--- src/rtl/sync_serial_port.sv ---
module sync_serial_port #(
  parameter int DW    = 8,
  parameter int DIV_W = 8
) (
  input  logic          clk,
  input  logic          rst_n,
  input  logic          wr_en,
  input  logic [1:0]    wr_addr,
  input  logic [DW-1:0] wr_data,
  input  logic          irq_ack,
  output logic [7:0]    ctrl_q,
  output logic [DW-1:0] rx_data,
  output logic          busy,
  output logic          done,
  output logic          irq,
  output logic          sclk,
  output logic          dq0_o,
  output logic          dq0_oe,
  input  logic          dq0_i,
  output logic          dq1_o,
  output logic          dq1_oe,
  input  logic          dq1_i,
  input  logic          csel_n
);
  localparam int EDGES = 2 * DW;
  localparam int EW    = $clog2(EDGES);

  logic [1:0]       mode_q;
  logic             conint_q, conpnd_q, ph_q, pol_q;
  logic [DIV_W-1:0] div_q, cnt_q;
  logic [EW-1:0]    edge_q;
  logic             busy_q, done_q, irq_q, tgl_q, out_q, rxdir_q;
  logic [DW-1:0]    tx_q, rx_q, rxd_q;
  logic [2:0]       sync_q;

  logic wr_ctrl, wr_div, start, tick, lead, samp, shft, fin, rx_pin, ev, rx_en;
  logic [DW-1:0] rx_nxt;

  assign wr_ctrl = wr_en && wr_addr == 2'd0;
  assign wr_div  = wr_en && wr_addr == 2'd1;
  assign start   = wr_en && wr_addr[1] && !busy_q;
  assign tick    = busy_q && cnt_q == div_q;
  assign lead    = ~edge_q[0];
  assign samp    = tick && (lead ^ ph_q);
  assign shft    = tick && !(lead ^ ph_q);
  assign fin     = tick && edge_q == EW'(EDGES - 1);
  assign rx_pin  = (mode_q == 2'b00) ? dq0_i : dq1_i;
  assign rx_nxt  = {rx_q[DW-2:0], rx_pin};
  assign ev      = mode_q[1] && sync_q[2] && !sync_q[1];
  assign rx_en   = rxdir_q || mode_q[0];

  always_ff @(posedge clk or negedge rst_n)
    if (!rst_n) sync_q <= '1;
    else        sync_q <= {sync_q[1:0], csel_n};

  always_ff @(posedge clk or negedge rst_n) begin
    if (!rst_n) begin
      mode_q   <= '0;
      conint_q <= 1'b0;
      conpnd_q <= 1'b0;
      ph_q     <= 1'b0;
      pol_q    <= 1'b0;
      div_q    <= '0;
      irq_q    <= 1'b0;
    end else begin
      if (wr_ctrl) begin
        conint_q <= wr_data[3];
        if (!busy_q) begin
          mode_q <= wr_data[5:4];
          ph_q   <= wr_data[1];
          pol_q  <= wr_data[0];
        end
      end
      conpnd_q <= (wr_ctrl ? (conpnd_q & wr_data[2]) : conpnd_q) | ev;
      if (wr_div && !busy_q) div_q <= wr_data[DIV_W-1:0];
      if (fin || (ev && conint_q)) irq_q <= 1'b1;
      else if (irq_ack)            irq_q <= 1'b0;
    end
  end

  always_ff @(posedge clk or negedge rst_n) begin
    if (!rst_n) begin
      busy_q  <= 1'b0;
      done_q  <= 1'b0;
      cnt_q   <= '0;
      edge_q  <= '0;
      tgl_q   <= 1'b0;
      out_q   <= 1'b0;
      rxdir_q <= 1'b0;
      tx_q    <= '0;
      rx_q    <= '0;
      rxd_q   <= '0;
    end else if (start) begin
      busy_q  <= 1'b1;
      done_q  <= 1'b0;
      cnt_q   <= '0;
      edge_q  <= '0;
      tgl_q   <= 1'b0;
      rxdir_q <= wr_addr[0];
      out_q   <= wr_data[DW-1];
      tx_q    <= ph_q ? wr_data : {wr_data[DW-2:0], 1'b0};
      rx_q    <= '0;
    end else if (busy_q) begin
      if (tick) begin
        cnt_q  <= '0;
        edge_q <= edge_q + 1'b1;
        tgl_q  <= ~tgl_q;
        if (samp) rx_q <= rx_nxt;
        if (shft) begin
          out_q <= tx_q[DW-1];
          tx_q  <= {tx_q[DW-2:0], 1'b0};
        end
        if (fin) begin
          busy_q <= 1'b0;
          done_q <= 1'b1;
          if (rx_en) rxd_q <= samp ? rx_nxt : rx_q;
        end
      end else begin
        cnt_q <= cnt_q + 1'b1;
      end
    end
  end

  assign ctrl_q  = {2'b00, mode_q, conint_q, conpnd_q, ph_q, pol_q};
  assign rx_data = rxd_q;
  assign busy    = busy_q;
  assign done    = done_q;
  assign irq     = irq_q;
  assign sclk    = pol_q ^ tgl_q;
  assign dq0_o   = out_q;
  assign dq1_o   = out_q;
  assign dq0_oe  = busy_q && (mode_q[0] || (mode_q == 2'b00 && !rxdir_q));
  assign dq1_oe  = busy_q && mode_q == 2'b10 && !rxdir_q;

  AST_OE_EXCL: assert property (@(posedge clk) disable iff (!rst_n) !(dq0_oe && dq1_oe));
  AST_SCLK_IDLE: assert property (@(posedge clk) disable iff (!rst_n) !busy_q |-> sclk == pol_q);
  AST_DONE_IRQ: assert property (@(posedge clk) disable iff (!rst_n) $rose(done_q) |-> irq_q);
  AST_CONPND_SET: assert property (@(posedge clk) disable iff (!rst_n) ev |=> conpnd_q);
  AST_CONPND_HOLD: assert property (@(posedge clk) disable iff (!rst_n)
    (conpnd_q && !(wr_ctrl && !wr_data[2])) |=> conpnd_q);
  AST_CFG_FROZEN: assert property (@(posedge clk) disable iff (!rst_n)
    (busy_q && !fin) |=> ($stable(mode_q) && $stable(div_q) && $stable(ph_q)));
endmodule

--- config.mk ---
export PLATFORM = sky130hd
export DESIGN_NAME = sync_serial_port
export DESIGN_NICKNAME = d
export VERILOG_FILES = /design/src/rtl/sync_serial_port.sv
export SDC_FILE = /design/constraint.sdc
export NUM_CORES = 1
export LEC_CHECK = 0
export ABC_AREA = 1
export BUFFER_PORTS_ARGS = -buffer_cell sky130_fd_sc_hd__buf_2
export CORE_AREA = 2 2 64 96
export CTS_BUF_LIST = sky130_fd_sc_hd__clkbuf_4
export DETAILED_ROUTE_END_ITERATION = 6
export DIE_AREA = 0 0 66 98
export PLACE_DENSITY = 0.8
export SYNTH_ARGS = -nofsm -noshare
export SYNTH_HDL_FRONTEND = slang
export SYNTH_SLANG_ARGS = --single-unit
--- constraint.sdc ---
create_clock -name clk -period 1.5 [get_ports clk]
set_input_delay 0 -clock clk [delete_from_list [all_inputs] [get_ports clk]]
set_output_delay 0 -clock clk [all_outputs]
set_load 0.02 [all_outputs]
## Word level (Yosys, flattened, before mapping)

Cells that the tools add are included.

- Bitwise operators: 8
- Reductions and logical operators: 35
- Equality and inequality tests: 4
- Mux-type cells: 34
- Multipliers: 0
- Shifts and indexed selects: 0
- Divide/modulo/power cells: 0
- Add/subtract/negate cells: 2
- Magnitude comparators: 0

Operators by type and width:

| cell | number |
|---|---|
| $mux W8 | 12 |
| $mux W1 | 19 |
| $logic_and A1 B1 Y1 | 16 |
| $mux W4 | 3 |
| $reduce_bool A2 Y1 | 5 |
| $add A8 B1 Y8 const B | 1 |
| $eq A8 B8 Y1 | 1 |
| $reduce_and A3 Y1 | 2 |
| $reduce_and A5 Y1 | 1 |
| $add A4 B1 Y4 const B | 1 |
| $eq A4 B4 Y1 const B | 1 |
| $logic_not A1 Y1 | 4 |
| $logic_not A2 Y1 | 2 |
| $not A1 Y1 | 4 |
| $reduce_and A2 Y1 | 2 |
| $logic_or A1 B1 Y1 | 3 |
| $eq A2 B1 Y1 const B | 1 |
| $eq A2 B2 Y1 const B | 1 |
| $xor A1 B1 Y1 | 2 |
| $and A1 B1 Y1 | 1 |
| $or A1 B1 Y1 | 1 |

- Memory bits (read-only): 0
- Memory bits (writable): 0
- Register bits after elaboration: 59
- Input port bits: 17
- Memories kept: 0
- Bits in latches: 0

## Depth between registers and ports, before layout

Gate-level depths: netlist of run 1.

- Depth in word-level cells: 8
- Gate-level depth with buffers: 11
- Depth with buffers taken out: 11

## Least setup slack after synthesis of run 1

OpenSTA, ideal clock, no wires.

- Path kind: register -> register
- From: register busy_q (netlist: busy)
- To: register rxd_q[0] (netlist: rx_data[0])
- Cell stages (with the launch flop): 10
- Setup slack: -29 ps
- Arrival time: 1411 ps
- Buffers on the path: 0
- Cells stage by stage: dfrtp_1 > inv_2 > a21oi_2 > nand3_1 > nor2_4 > nand2_1 > inv_1 > nand3_2 > nand2_1 > nand2_1

- Longest elaborated chain between the ends: 4

Ends and longest elaborated chain:

| what | RTL line | RTL |
|---|---|---|
| start: declaration | 32 | `logic busy_q, done_q, irq_q, tgl_q, out_q, rxdir_q;` |
| start signal: assignment | 83 | `busy_q <= 1'b0;` |
| start signal: assignment | 94 | `busy_q <= 1'b1;` |
| start signal: assignment | 114 | `busy_q <= 1'b0;` |
| $logic_not A1 Y1 | 41 | `assign start = wr_en && wr_addr[1] && !busy_q;` |
| $logic_and A1 B1 Y1 | 41 |  |
| $not A1 Y1 (no source line) | - |  |
| $reduce_and A5 Y1 (no source line) | - |  |
| end signal: assignment | 116 | `if (rx_en) rxd_q <= samp ? rx_nxt : rx_q;` |
| end: declaration | 33 | `logic [DW-1:0] tx_q, rx_q, rxd_q;` |

Parallel ways exist; a longest one is shown, timed or not.
A chain may end at the register's enable or synchronous reset.

## Final worst setup path of run 1

- From: register cnt_q[4]
- To: register rxd_q[6] (netlist: rx_data[6])

- Longest elaborated chain between the ends: 4

Ends and longest elaborated chain:

| what | RTL line | RTL |
|---|---|---|
| start: declaration | 30 | `logic [DIV_W-1:0] div_q, cnt_q;` |
| start signal: assignment | 119 | `cnt_q <= cnt_q + 1'b1;` |
| $eq A8 B8 Y1 (*) | 42 | `assign tick = busy_q && cnt_q == div_q;` |
| $logic_and A1 B1 Y1 (*) | 42 |  |
| $logic_and A1 B1 Y1 (on tied branches) | 46, 44 |  |
| $reduce_and A5 Y1 (no source line) or $mux W8 (tied branches) | - |  |

Mark *: on every way between the ends. The rest lies on a longest branch, timed or not.

==> flow_metrics.py, run 1 <==
metrics = {
    "timing": {
        "period_minus_slack_ps": 1548,
        "fin_skew_ps": 17.54,
        "finalHoldViolCount": 0,
        "hold_slack_ps": 25.69,
        "timing.final.setup_violations": 15,
        "slew_viols_final": 0,
        "setup_ws_ps": -47.98,
        "grt_setup_unrepaired": "yes",
        "fin_crit_sh": 1.032,
        "fmaxAchievable_mhz": 646.0,
    },
    "layout": {
        "areaGrowthSynthToFinish_pct": 25.50,
        "stdcell_count": 513,
        "final.fill_count": 484,
        "n_antenna_cell": 0,
        "drive_gt1_frac": 0.2585,
        "stdcell_area_sq_um": 3670,
        "final_nets": 455,
    },
    "critical_path": {
        "worst_setup_path_end_kind": "flop",
        "ff2ff_setup_slack_ps": -50,
        "worstReg2RegEnd": "rx_data[6]$_DFFE_PN0P_",
        "required_ps": 1860,
        "number_of_cells_on_the_worst_reg_to_reg_path": 7,
        "arrival_ps": 1900,
        "cp-start-kind": "flop",
        "crit-reg2reg-launch": "cnt_q[4]$_DFFE_PN0P_",
        "timing.setup.critical_path_class": "reg2reg",
        "path_max_fanout": 10,
    },
    "route": {
        "detailedRoute.firstPassIterationCount": 4,
        "drt_wl_total_mm": 6.573,
        "detailedRoute.firstIterationViolations": 158,
        "drc": 0,
        "via_per_inst": 5.033,
        "wire_per_inst_um": 12.81,
        "final_antenna_net_count": 0,
        "dr_total_vias": 2582,
    },
    "clock_tree": {
        "clk_path_buf_depth": 2,
        "clock_tree_from_tritoncts": "built",
        "htree_levels": 3,
        "worst_setup_hold_path_clk_slew_ps": 100,
        "cts_sinks": 59,
        "worst_skew_pair.late_latency_ps": 420,
        "clock-root-buffer": "sky130_fd_sc_hd__clkbuf_4",
        "clock_buffers_created_by_tritoncts": 9,
    },
    "pwr": {
        "cellPowerDensity_nw_per_um2": 1454,
        "peakVddDrop_uv": 905.2,
        "power.static_leakage_nw": 1.900,
    },
    "global_route": {
        "grt_first_pass_wirelength_mm": 11.07,
        "via_count_of_the_first_global_routing_pass": 2504,
        "gr-total-overflow": 0,
        "global_route.usage.total": 0.2259,
        "largest_net_degree_at_the_start_of_global_routing": 40,
        "antenna_violations_before_repair": 0,
    },
    "place": {
        "place_congestion": 0.8358,
        "placedInstanceArea_sq_um": 3279,
        "dp_cells": 479,
        "number_of_input_and_output_port_buffers_inserted": 38,
        "detailed_place_hpwl_mm": 4.631,
    },
    "worst_hold_path": {
        "worstHoldPathCells": 5,
        "hold_end": "conint_q$_DFFE_PN0P_",
        "holdCritStartpoint": "wr_en",
        "worstHoldPathType": "in2reg",
    },
    "logic_synthesis": {
        "synth.ff_latch_count": 59,
        "postSynthCellCount": 362,
        "synth_enable_flop_cells": 0,
        "yosys-top-cells-count": "sky130_fd_sc_hd__nand2_1 (106), sky130_fd_sc_hd__dfrtp_1 (56), sky130_fd_sc_hd__inv_1 (46)",
        "synthesis.area_sq_um": 2924,
        "synth_cell_types": 30,
        "synth_top_cells_by_area": "sky130_fd_sc_hd__dfrtp_1 (48%), sky130_fd_sc_hd__nand2_1 (14%), sky130_fd_sc_hd__o21ai_0 (6.8%)",
        "synth_top_area_frac": 0.4792,
        "ys_seq_area_frac": 0.5062,
        "ys_async_sr_fraction": 1.000,
        "synth.avg_cell_area_sq_um": 8.077,
        "synth_most_common_cell": "sky130_fd_sc_hd__nand2_1",
        "synth-warning-count": 0,
        "dominantRegCellSynth": "sky130_fd_sc_hd__dfrtp_1",
        "synth_area_leader_cell": "sky130_fd_sc_hd__dfrtp_1",
    },
    "floorplan": {
        "die_h_um": 98,
        "ioPinCount": 41,
        "starting_density_of_the_core": 0.5129,
        "rows": 34,
        "chipWidth_um": 66,
        "core_region_area_sq_um": 5700,
        "dieArea_sq_um": 6468,
    },
    "status": {
        "result_of_the_run": "complete, but fails checks",
        "violations": "setup timing",
    },
    "job": {
        "max_cap_viol_count": 0,
    },
}
==> cells in the final DEF, fill, tap and decap left out, types with 3 or more instances in the layout <==
| cell | count |
|---|---|
| sky130_fd_sc_hd__o22ai_1 | 4 |
| sky130_fd_sc_hd__nand3_4 | 3 |
| sky130_fd_sc_hd__nor2_1 | 23 |
| sky130_fd_sc_hd__nand3_2 | 4 |
| sky130_fd_sc_hd__clkbuf_4 | 11 |
| sky130_fd_sc_hd__nand3_1 | 17 |
| sky130_fd_sc_hd__buf_2 | 38 |
| sky130_fd_sc_hd__nand2_2 | 8 |
| sky130_fd_sc_hd__xor2_1 | 10 |
| sky130_fd_sc_hd__dfrtp_1 | 54 |
| sky130_fd_sc_hd__buf_4 | 20 |
| sky130_fd_sc_hd__nand4_1 | 8 |
| sky130_fd_sc_hd__o21ai_0 | 40 |
| sky130_fd_sc_hd__inv_1 | 44 |
| sky130_fd_sc_hd__inv_2 | 5 |
| sky130_fd_sc_hd__nand2_4 | 3 |
| sky130_fd_sc_hd__dfstp_2 | 3 |
| sky130_fd_sc_hd__nand2_1 | 97 |
| sky130_fd_sc_hd__a21oi_1 | 6 |
| sky130_fd_sc_hd__dlygate4sd3_1 | 14 |
==> critical path, cell delays in order, from the launching register on <==
cell and delay, ps:
sky130_fd_sc_hd__dfrtp_1 470, sky130_fd_sc_hd__xor2_1 180, sky130_fd_sc_hd__nor2_2 210, sky130_fd_sc_hd__buf_6 190
sky130_fd_sc_hd__nand3_4 120, sky130_fd_sc_hd__nor2_8 160, sky130_fd_sc_hd__nand3_1 90, sky130_fd_sc_hd__nand2_1 70
==> where the power goes <==
part | internal (mW) | leakage (nW) | switching [mW]
clock | 0.369 | 0.0643 | 0.599
combinational | 0.840 | 1.10 | 1.19
sequential | 2.04 | 0.735 | 0.294
total | 3.25 | 1.90 | 2.08
==> cell type report <==
cell class / instances / area, sq um / area share
Clock buffer: 11 / 82.58 / 0.02250
Clock inverter: 5 / 30.03 / 0.008183
Inverter: 50 / 187.7 / 0.05114
Multi-Input combinational cell: 240 / 1254 / 0.3416
Timing Repair Buffer: 76 / 543.0 / 0.1480
Tap cell: 72 / 90.09 / 0.02455
Sequential cell: 59 / 1483 / 0.4040
==> registers in the layout (all words and copies together) (netlist names) <==
signal	flops
dq0_o	1
tgl_q	1
busy	1
sync_q	3
done	1
rxdir_q	1
div_q	8
conpnd_q	1
tx_q	8
cnt_q	8
rx_data	8
pol_q	1
rx_q	8
conint_q	1
mode_q	2
ph_q	1
irq	1
edge_q	4
==> layer usage <==
layer	track usage	routed length [um]	vias to the layer above
met5	0	0	-
met4	0.1240	190	0
met3	0.04839	306	17
met2	0.3629	3366	70
met1	0.2798	2710	1206
li1	-	-	1289
==> timing repair <==
action                     in CTS  in global routing
hold buffers                   14                  0
pin swaps                       1                  9
resized for setup               8                 20
setup endpoints to repair      20                 42
gates cloned                    0                  1
setup buffers                   1                  2
hold endpoints to repair       80                  0
==> through the flow <==
stage	setup slack [ps]	util	setup TNS, ps	power, mW
finish	-47.98	0.6438	-457.1	5.334
global route	-178.7	0.6438	-3913	5.747
CTS	-24.43	0.6286	-238.5	5.242
detailed placement	-44.83	0.5753	-226.5	4.197
global placement	-20.82	0.5753	-110.8	4.134
floorplan	55.63	-	0	3.618
==> cells by family after synthesis <==
logic type | Yosys count | synth area share
simple gates | 171 | 0.2580
buf+inv | 65 | 0.09841
flops | 59 | 0.5062
compound gates | 53 | 0.09456
xor+xnor | 11 | 0.03295
fa+ha+maj | 2 | 0.008557
other cells | 1 | 0.001282
==> worst max path at each step <==
stage	start	endpoint	slack (ps)	depth (start not counted)
after global routing	div_q[5]$_DFFE_PN0P_	rx_q[4]$_DFFE_PN0P_	-180	11
after floorplan	busy$_DFF_PN0_	tx_q[0]$_DFFE_PN0P_	60	5
after global placement	cnt_q[5]$_DFFE_PN0P_	rx_data[1]$_DFFE_PN0P_	-20	10
after detailed placement	cnt_q[7]$_DFFE_PN0P_	rx_data[1]$_DFFE_PN0P_	-40	11
final	cnt_q[4]$_DFFE_PN0P_	rx_data[6]$_DFFE_PN0P_	-50	7
after CTS	cnt_q[5]$_DFFE_PN0P_	edge_q[2]$_DFFE_PN0P_	-20	10
Power figures use the tool's default switching activity.
==> inputs of run 2 (changes only) <==
Settings changed: CORE_AREA 2 2 64 96 to 2 2 66 99, DIE_AREA 0 0 66 98 to 0 0 68 101, PLACE_DENSITY 0.8 to 0.73.
Clock period 1.5 ns to 1.91 ns, I/O delays scaled along.
==> flow_metrics.py, run 2 (synthesized netlist as in run 1, its figures left out) <==
metrics = {
    "status": {
        "result_of_the_run": "complete, no violations",
    },
    "route": {
        "via_per_inst": 5.036,
        "final_antenna_net_count": 0,
        "wire_per_inst_um": 12.70,
        "drc": 0,
        "dr_total_vias": 2493,
        "detailedRoute.firstIterationViolations": 200,
        "detailedRoute.firstPassIterationCount": 4,
        "drt_wl_total_mm": 6.285,
    },
    "critical_path": {
        "worst_setup_path_end_kind": "flop",
        "arrival_ps": 2070,
        "path_max_fanout": 10,
        "required_ps": 2260,
        "timing.setup.critical_path_class": "reg2reg",
        "cp-start-kind": "flop",
    },
    "layout": {
        "stdcell_area_sq_um": 3455,
        "final.fill_count": 563,
        "final_nets": 436,
        "n_antenna_cell": 0,
        "drive_gt1_frac": 0.1710,
        "final_cell_mix": "sky130_fd_sc_hd__nand2_1 (106), sky130_fd_sc_hd__dfrtp_1 (56), sky130_fd_sc_hd__inv_1 (46)",
        "final_common_cell": "sky130_fd_sc_hd__nand2_1",
        "areaGrowthSynthToFinish_pct": 18.14,
    },
    "timing": {
        "fin_crit_sh": 0.8985,
        "final.setup.tns_ps": 0,
        "period_minus_slack_ps": 1716,
        "timing.final.setup_violations": 0,
        "grt_setup_unrepaired": "no",
        "finalHoldViolCount": 0,
        "maxSlewHeadroom": 0.6459,
        "fmaxAchievable_mhz": 582.7,
        "worst-slew-pin-transition_ps": 531.1,
        "slew_viols_final": 0,
        "fin_skew_ps": 16.16,
    },
    "clock_tree": {
        "htree_levels": 3,
        "cts_sinks": 59,
        "clk_path_buf_depth": 2,
        "clock-root-buffer": "sky130_fd_sc_hd__clkbuf_4",
        "post_cts.resized_instances": 0,
        "post_cts.repair.setup_buffers": 0,
        "worst_skew_pair.late_latency_ps": 400,
        "clock_buffers_created_by_tritoncts": 9,
        "worst_setup_hold_path_clk_slew_ps": 100,
        "cts_hold_buf": 13,
        "clock_tree_from_tritoncts": "built",
    },
    "global_route": {
        "largest_net_degree_at_the_start_of_global_routing": 39,
        "global_route.usage.total": 0.2108,
        "via_count_of_the_first_global_routing_pass": 2369,
        "antenna_violations_before_repair": 0,
        "grt_first_pass_wirelength_mm": 10.77,
        "gr-total-overflow": 0,
    },
    "floorplan": {
        "starting_density_of_the_core": 0.4839,
        "chipWidth_um": 68,
        "ioPinCount": 41,
        "die_h_um": 101,
        "dieArea_sq_um": 6868,
        "core_region_area_sq_um": 6043,
        "rows": 35,
    },
    "place": {
        "number_of_input_and_output_port_buffers_inserted": 38,
        "placedInstanceArea_sq_um": 3176,
        "detailed_place_hpwl_mm": 4.794,
        "place_congestion": 0.8180,
    },
    "job": {
        "max_cap_viol_count": 0,
    },
    "pwr": {
        "cellPowerDensity_nw_per_um2": 1206,
        "peakVddDrop_uv": 868.3,
        "power.static_leakage_nw": 1.817,
    },
    "worst_hold_path": {
        "worstHoldPathType": "in2reg",
    },
}
run 2: cell count changes in the layout (fill, tap and decap cells not counted), moves of 3 or more:
cell,delta
sky130_fd_sc_hd__nand3_2,-3
sky130_fd_sc_hd__nand2_4,-3
sky130_fd_sc_hd__buf_4,-14
sky130_fd_sc_hd__nand2_1,+9
sky130_fd_sc_hd__nand3_1,+4
sky130_fd_sc_hd__nor2_1,+3
sky130_fd_sc_hd__nand2_2,-7
run 2: critical path, stage by stage (launching register included):
cell                      delay (ps)
sky130_fd_sc_hd__dfrtp_1         450
sky130_fd_sc_hd__inv_2           110
sky130_fd_sc_hd__a21oi_2         130
sky130_fd_sc_hd__nand3_1         150
sky130_fd_sc_hd__nor2_4          170
sky130_fd_sc_hd__buf_4           200
sky130_fd_sc_hd__nand3_4         140
sky130_fd_sc_hd__nor2_8          160
sky130_fd_sc_hd__nand3_1          80
sky130_fd_sc_hd__nand2_1          70
run 2: path summary, 6_finish.rpt:
kind,from,to,slack [ps],cells after the start
max reg2reg,busy$_DFF_PN0_,rx_data[0]$_DFFE_PN0P_,190,9
min,dq0_i,rx_data[0]$_DFFE_PN0P_,7,5
max,busy$_DFF_PN0_,rx_data[0]$_DFFE_PN0P_,190,9
min reg2reg,sync_q[0]$_DFF_PN1_,sync_q[1]$_DFF_PN1_,360,0
min in group asynchronous,rst_n,cnt_q[6]$_DFFE_PN0P_,110,2
max in group asynchronous,rst_n,sync_q[0]$_DFF_PN1_,1150,3
run 2: metal layers:
layer | up-vias | track usage | wire length [um] | part of all wire
met4 | 0 | 0.1108 | 151 | 0.024
li1 | 1253 | - | - | -
met1 | 1165 | 0.2579 | 2606 | 0.41
met3 | 13 | 0.02793 | 260 | 0.041
met2 | 62 | 0.3525 | 3266 | 0.52
met5 | - | 0 | 0 | 0
run 2: through the flow:
step	util	hold slack, ps	std cells	worst slack (ps)	total power [mW]
floorplan	-	-295.6	363	381.4	2.841
global placement	0.5255	8.322	467	263.7	3.140
detailed placement	0.5255	3.677	467	207.8	3.207
CTS	0.5716	0.9809	495	190.9	4.200
global route	0.5716	40.36	495	21.12	4.469
finish	0.5716	7.076	495	193.8	4.167
run 2: report_power, final:
| group | switching [mW] | total [mW] | internal [mW] |
|---|---|---|---|
| combinational | 0.853 | 1.36 | 0.503 |
| sequential | 0.248 | 1.85 | 1.61 |
| clock | 0.443 | 0.959 | 0.515 |
| total | 1.54 | 4.17 | 2.62 |
run 2: cell type report:
class / count / area (sq um) / share of cell area
well taps: 74 / 92.59 / 0.02680
repair buffers: 58 / 385.4 / 0.1116
flip-flops and latches: 59 / 1480 / 0.4285
multi-input cells: 239 / 1160 / 0.3357
clock inverters: 6 / 81.33 / 0.02354
clock buffers: 9 / 67.56 / 0.01956
inverters: 50 / 187.7 / 0.05433
